**src/rtl/irq_seq_pkg.sv**
```systemverilog
package irq_seq_pkg;
  typedef enum logic [2:0] {
    ST_IDLE = 3'd0,
    ST_PUSH = 3'd1,
    ST_VEC  = 3'd2,
    ST_PULL = 3'd3,
    ST_FIN  = 3'd4
  } seq_state_t;

  localparam int unsigned FRAME_BYTES = 5;
  localparam int unsigned MASK_BIT    = 3;

  // Replace the mask position of a condition-code byte with m.
  function automatic logic [7:0] ccr_with_mask(input logic [7:0] c, input logic m);
    logic [7:0] flip;
    flip = 8'd0;
    flip[MASK_BIT] = c[MASK_BIT] ^ m;
    return c ^ flip;
  endfunction

  // The stack holds the return address minus one.
  function automatic logic [15:0] pc_to_frame(input logic [15:0] pc);
    return pc - 16'd1;
  endfunction

  function automatic logic [15:0] frame_to_pc(input logic [15:0] v);
    return v + 16'd1;
  endfunction
endpackage

```
**src/rtl/irq_prio.sv**
```systemverilog
module irq_prio #(
  parameter int unsigned NSRC = 8,
  localparam int unsigned IW = (NSRC > 1) ? $clog2(NSRC) : 1
) (
  input  logic [NSRC-1:0] req,
  input  logic [NSRC-1:0] en,
  input  logic            masked,
  output logic            any,
  output logic [IW-1:0]   idx,
  output logic [NSRC-1:0] first
);
  logic [NSRC-1:0] qual;
  assign qual = req & en & {NSRC{~masked}};
  assign any  = |qual;

  genvar g;
  generate
    for (g = 0; g < NSRC; g++) begin : g_first
      if (g == 0) begin : g_top
        assign first[g] = qual[g];
      end else begin : g_rest
        assign first[g] = qual[g] & ~(|qual[g-1:0]);
      end
    end
  endgenerate

  always_comb begin
    idx = '0;
    for (int i = 0; i < NSRC; i++) begin
      if (first[i]) idx = idx | IW'(i);
    end
  end

  always_comb begin
    assert_single_winner_R3: assert ($onehot0(first) && (any == (|first)))
      else $error("priority winner not unique");
  end
endmodule

```
**src/rtl/irq_sp.sv**
```systemverilog
module irq_sp #(
  parameter int unsigned AW = 16,
  parameter logic [AW-1:0] SP_RST = 16'h00FF
) (
  input  logic          clk,
  input  logic          rst_n,
  input  logic          push,
  input  logic          pull,
  output logic [AW-1:0] sp,
  output logic [AW-1:0] addr
);
  logic [AW-1:0] sp_q;

  assign addr = pull ? (sp_q + AW'(1)) : sp_q;
  assign sp   = sp_q;

  always_ff @(posedge clk) begin
    if (!rst_n)    sp_q <= SP_RST;
    else if (push) sp_q <= sp_q - AW'(1);
    else if (pull) sp_q <= sp_q + AW'(1);
  end

  assert_push_dec_R7: assert property (@(posedge clk) disable iff (!rst_n)
    push |=> sp_q == $past(sp_q) - AW'(1));
  assert_pull_reads_new_R7: assert property (@(posedge clk) disable iff (!rst_n)
    pull |=> sp_q == $past(addr));
  assert_no_push_pull_R7: assert property (@(posedge clk) disable iff (!rst_n)
    !(push && pull));
endmodule

```
**src/rtl/irq_entry_seq.sv**
```systemverilog
module irq_entry_seq
  import irq_seq_pkg::*;
#(
  parameter int unsigned NSRC = 8,
  parameter logic [15:0] SP_RST = 16'h00FF,
  parameter logic [15:0] VEC_TOP = 16'hFFFC,
  localparam int unsigned IW = (NSRC > 1) ? $clog2(NSRC) : 1,
  localparam int unsigned CW = $clog2(FRAME_BYTES)
) (
  input  logic            clk,
  input  logic            rst_n,
  input  logic            insn_done,
  input  logic            rti_start,
  input  logic            mask_set,
  input  logic            mask_clr,
  input  logic [NSRC-1:0] irq_pend,
  input  logic [NSRC-1:0] irq_en,
  input  logic [15:0]     ret_pc,
  input  logic [7:0]      x_in,
  input  logic [7:0]      a_in,
  input  logic [7:0]      ccr_in,
  input  logic [7:0]      rd_data,
  output logic            stk_we,
  output logic            stk_re,
  output logic [15:0]     stk_addr,
  output logic [7:0]      stk_wdata,
  output logic [15:0]     sp_o,
  output logic            mask_o,
  output logic            busy,
  output logic            vec_fetch,
  output logic [IW-1:0]   vec_idx,
  output logic [15:0]     vec_addr,
  output logic [NSRC-1:0] irq_ack,
  output logic            rti_done,
  output logic            resume,
  output logic            prefetch_drop,
  output logic [15:0]     rest_pc,
  output logic [7:0]      rest_a,
  output logic [7:0]      rest_x,
  output logic [7:0]      rest_ccr
);
  localparam logic [CW-1:0] LAST = CW'(FRAME_BYTES - 1);

  function automatic logic [15:0] vector_of(input logic [IW-1:0] i);
    logic [15:0] off;
    off = 16'(i) << 1;
    return VEC_TOP - off;
  endfunction

  seq_state_t    st_q;
  logic [CW-1:0] cnt_q;
  logic [IW-1:0] win_q;
  logic [15:0]   ctx_pc_q;
  logic [7:0]    ctx_x_q, ctx_a_q, ctx_ccr_q;
  logic          mask_q;

  // named internal events
  logic            any_q;
  logic [IW-1:0]   pick_idx;
  logic [NSRC-1:0] pick_first;
  logic            take_now, chain_now, rti_now, push_ev, pull_ev, last_push;

  irq_prio #(.NSRC(NSRC)) u_prio (
    .req(irq_pend), .en(irq_en), .masked(mask_q),
    .any(any_q), .idx(pick_idx), .first(pick_first)
  );

  assign take_now  = (st_q == ST_IDLE) && insn_done && !rti_start && any_q;
  assign rti_now   = (st_q == ST_IDLE) && rti_start;
  assign chain_now = (st_q == ST_FIN) && any_q;
  assign push_ev   = (st_q == ST_PUSH);
  assign pull_ev   = (st_q == ST_PULL);
  assign last_push = push_ev && (cnt_q == LAST);

  irq_sp #(.AW(16), .SP_RST(SP_RST)) u_sp (
    .clk(clk), .rst_n(rst_n), .push(push_ev), .pull(pull_ev),
    .sp(sp_o), .addr(stk_addr)
  );

  always_comb begin
    unique case (cnt_q)
      CW'(0):  stk_wdata = ctx_pc_q[7:0];
      CW'(1):  stk_wdata = ctx_pc_q[15:8];
      CW'(2):  stk_wdata = ctx_x_q;
      CW'(3):  stk_wdata = ctx_a_q;
      default: stk_wdata = ccr_with_mask(ctx_ccr_q, mask_q);
    endcase
  end

  assign stk_we        = push_ev;
  assign stk_re        = pull_ev;
  assign busy          = (st_q != ST_IDLE);
  assign mask_o        = mask_q;
  assign vec_fetch     = (st_q == ST_VEC);
  assign vec_idx       = win_q;
  assign vec_addr      = vector_of(win_q);
  assign rti_done      = (st_q == ST_FIN);
  assign resume        = rti_done && !any_q;
  assign prefetch_drop = chain_now;
  assign rest_pc       = frame_to_pc(ctx_pc_q);
  assign rest_a        = ctx_a_q;
  assign rest_x        = ctx_x_q;
  assign rest_ccr      = ctx_ccr_q;

  always_comb begin
    irq_ack = '0;
    if (vec_fetch) irq_ack[win_q] = 1'b1;
  end

  always_ff @(posedge clk) begin
    if (!rst_n) begin
      st_q      <= ST_IDLE;
      cnt_q     <= '0;
      win_q     <= '0;
      ctx_pc_q  <= '0;
      ctx_x_q   <= '0;
      ctx_a_q   <= '0;
      ctx_ccr_q <= '0;
      mask_q    <= 1'b1;
    end else begin
      unique case (st_q)
        ST_IDLE: begin
          cnt_q <= '0;
          if (rti_now) begin
            st_q <= ST_PULL;
          end else if (take_now) begin
            st_q      <= ST_PUSH;
            win_q     <= pick_idx;
            ctx_pc_q  <= pc_to_frame(ret_pc);
            ctx_x_q   <= x_in;
            ctx_a_q   <= a_in;
            ctx_ccr_q <= ccr_in;
          end else if (mask_set) begin
            mask_q <= 1'b1;
          end else if (mask_clr) begin
            mask_q <= 1'b0;
          end
        end
        ST_PUSH: begin
          if (last_push) begin
            mask_q <= 1'b1;
            st_q   <= ST_VEC;
            cnt_q  <= '0;
          end else begin
            cnt_q <= cnt_q + CW'(1);
          end
        end
        ST_VEC: st_q <= ST_IDLE;
        ST_PULL: begin
          unique case (cnt_q)
            CW'(0): begin
              ctx_ccr_q <= rd_data;
              mask_q    <= rd_data[MASK_BIT];
            end
            CW'(1):  ctx_a_q <= rd_data;
            CW'(2):  ctx_x_q <= rd_data;
            CW'(3):  ctx_pc_q[15:8] <= rd_data;
            default: ctx_pc_q[7:0]  <= rd_data;
          endcase
          if (cnt_q == LAST) begin
            st_q  <= ST_FIN;
            cnt_q <= '0;
          end else begin
            cnt_q <= cnt_q + CW'(1);
          end
        end
        ST_FIN: begin
          cnt_q <= '0;
          if (chain_now) begin
            st_q  <= ST_PUSH;
            win_q <= pick_idx;
          end else begin
            st_q <= ST_IDLE;
          end
        end
        default: st_q <= ST_IDLE;
      endcase
    end
  end

  assert_vec_after_mask_R6: assert property (@(posedge clk) disable iff (!rst_n)
    vec_fetch |-> mask_q);
  assert_vec_follows_last_push_R6: assert property (@(posedge clk) disable iff (!rst_n)
    vec_fetch |-> $past(stk_we));
  assert_ack_onehot_R6: assert property (@(posedge clk) disable iff (!rst_n)
    $onehot0(irq_ack) && ((irq_ack != '0) == vec_fetch));
  assert_start_at_boundary_R1: assert property (@(posedge clk) disable iff (!rst_n)
    $rose(busy) |-> $past(insn_done || rti_start));
  assert_no_rw_overlap_R4: assert property (@(posedge clk) disable iff (!rst_n)
    !(stk_we && stk_re));
  assert_drop_excl_resume_R9: assert property (@(posedge clk) disable iff (!rst_n)
    !(prefetch_drop && resume));
  assert_drop_starts_push_R9: assert property (@(posedge clk) disable iff (!rst_n)
    prefetch_drop |=> stk_we);
  assert_mask_blocks_entry_R2: assert property (@(posedge clk) disable iff (!rst_n)
    (!busy && mask_q && !rti_start) |=> !stk_we);
endmodule

```
**config.mk**
```make
export PLATFORM = sky130hd
export DESIGN_NAME = irq_entry_seq
export DESIGN_NICKNAME = d
export VERILOG_FILES = /design/src/rtl/irq_seq_pkg.sv /design/src/rtl/irq_prio.sv /design/src/rtl/irq_sp.sv /design/src/rtl/irq_entry_seq.sv
export SDC_FILE = /design/constraint.sdc
export NUM_CORES = 1
export LEC_CHECK = 0
export ABC_AREA = 1
export CAP_MARGIN = 25
export CORE_MARGIN = 5
export CORE_UTILIZATION = 35
export DETAILED_ROUTE_END_ITERATION = 7
export HOLD_SLACK_MARGIN = 0.15
export PLACE_DENSITY = 0.66
export SYNTH_ARGS = -nofsm -noshare
export SYNTH_HDL_FRONTEND = slang
export SYNTH_HIERARCHICAL = 1
export SYNTH_SLANG_ARGS = --single-unit
```
**constraint.sdc**
```tcl
create_clock -name clk -period 2.17 [get_ports clk]
set_input_delay 0.3255 -clock clk [delete_from_list [all_inputs] [get_ports clk]]
set_output_delay 0.3255 -clock clk [all_outputs]
set_load 0.1 [all_outputs]
```
==> impl_metrics.tcl <==
set metrics [dict create \
    fillers 1209 \
    drcViolationCount 0 \
    multiInputGateArea_um2 3980 \
    regArea_um2 1390 \
    clk_pin_slew_ns 0.06 \
    crit_type "register to output port" \
    grt_max_degree 44 \
    die_area_um2 16800 \
    slew_viol_final 0 \
    overflow 0 \
    crit_path_end_kind "output port" \
    final_min_period_over_clock_period_pct 99.4 \
    maxUsedRoutingLayer "met4" \
    instances_no_fill 1234 \
    grt_antenna_before_repair 0 \
    syn_area_um2 5010 \
    syn_inst 842 \
    finalCriticalPeriod_ns 2.16 \
    total_power_mw 15.0 \
    comb_power_share_pct 73.8 \
    dp_cells 1198 \
    grt_pass1_wl_um 28000 \
    fin_util_pct 63.4 \
    h-tree-depth 3 \
    ctsHoldBuffers 0 \
    ant_nets 0 \
    hold_slack_ns 0.366 \
    grt.total_usage_pct 20.8 \
    outcome "complete, no violations" \
    die_h_um 130 \
    p_leak_nw 3.94 \
    via_count 6103 \
    ir_drop_v 0.00113 \
    cts_buffers 9 \
    fin_setup_tns_ns 0 \
    clockPowerShare_pct 10.3 \
    clock_latency_ns 0.34 \
    cp_slowest_cell "dfxtp_4" \
    drt_iter0_drc 368 \
    io_buffer_count 172 \
    dp_hpwl_um 14300 \
    clockBufferDepth 2 \
    startpoint_type "register" \
    internal_power_mw 5.86 \
    crit_buf_inv 2 \
    cts_tree "done" \
    area_growth_pct 76.5 \
    diodes 0 \
    crit_path_max_incr_delay_ns 0.37 \
    wl_um 18300 \
    met1_length_um 7660 \
    swShare_pct 60.8 \
    ys_warn_count 6 \
    dr_wl_met2_um 8580 \
    hp-class "primary input to register" \
    io_pins 185 \
    p_switching_mw 9.10 \
    crit_family "flip-flops" \
    clock-sinks 66 \
    first_pass_iters 5 \
    fmax_ghz 0.464 \
    met3WireLength_um 1530 \
    worstPathArrival_ns 1.83 \
    timing.reg2reg.setup_slack_ns 0.24 \
    root_buffer "clkbuf_16" \
    initial_core_util_pct 35.9 \
    grt_pass1_vias 5633 \
    syn_area_per_cell_um2 5.95 \
    power.density_nw_per_um2 1690 \
    rsz0062_at_grt "true" \
    maxCapViolCount 0 \
    vias_per_cell 4.95 \
    cp_max_fo 6 \
    worstPathRequired_ns 1.84 \
    skew_ns 0.00829 \
    gp_congestion 0.844 \
    finalNetCount 1129 \
    rows 43 \
    wire_per_inst_um 14.9 \
    die_x_um 130 \
    setup_viol 0 \
    hold_violations 0 \
    core_area_um2 13900 \
    pwr-share-seq_pct 15.9 \
    path_cells "ha_4 -> ha_4 -> buf_6 -> nand2_2 -> o21ai_2 -> a221oi_4 -> nand2_2 -> buf_12" \
    final_common_cell "nand2_1" \
    drive_gt1_share_pct 34.0 \
    layout_common_cells "199 x nand2_1, 132 x nor2_1, 89 x buf_4" \
]
==> through the flow <==
stage | instance area (um2) | setup slack [ns]
final | 8840 | 0.0139
after global routing | 8840 | -0.0702
after CTS | 8510 | -0.0525
after detailed placement | 7970 | -0.0783
after global placement | 7970 | -0.0526
after floorplan | 5640 | -0.523
==> area by class of cell <==
cell class                 instances  area share [%]
clock buffer                      10            2.70
clock inverter                     6           0.807
inverter                          93            4.45
multi-input combinational        659            45.0
sequential                        66            15.7
tap                              180            2.55
timing repair buffer             220            28.8
==> power groups by stage <==
stage	Clock, mW	Sequential [mW]	Combinational, mW
after floorplan	0	4.16	5.72
after global placement	0	2.33	10.6
after detailed placement	0	2.33	10.6
after CTS	1.55	2.33	10.8
after global routing	1.59	2.45	11.6
final	1.54	2.38	11.0
==> worst paths after layout <==
kind | to | cells past startpoint | from
worst max-delay path | stk_wdata[1] | 8 | cnt_q[0]$_SDFFE_PN0P_
worst min-delay path | u_sp/sp[2]$_SDFF_PN1_ | 2 | rst_n
worst max register to register | rest_ccr[0]$_SDFFE_PN0P_ | 11 | mask_o$_SDFFE_PN1P_
worst min register to register | rest_ccr[3]$_SDFFE_PN0P_ | 2 | rest_ccr[3]$_SDFFE_PN0P_
==> routing by layer <==
metal	GRT usage (%)	vias to the layer above
met2	34.6	252
met5	0	-
met1	26.4	2755
met4	7.95	0
li1	-	3063
met3	4.62	33
==> sequential cells by signal, summed over array words and instances (netlist names) <==
| signal | count |
|---|---|
| cnt_q | 3 |
| ctx_pc_q | 16 |
| mask_o | 1 |
| rest_a | 8 |
| rest_ccr | 8 |
| rest_x | 8 |
| st_q | 3 |
| u_sp/sp | 16 |
| vec_idx | 3 |
==> repair_timing <==
item                       4_1_cts  5_1_grt
gates cloned                     2        0
setup endpoints to repair       28       25
pin swaps                       18       24
buffers inserted                 6       12
gates resized for setup         54       60
(Power assumes the default switching activity.)
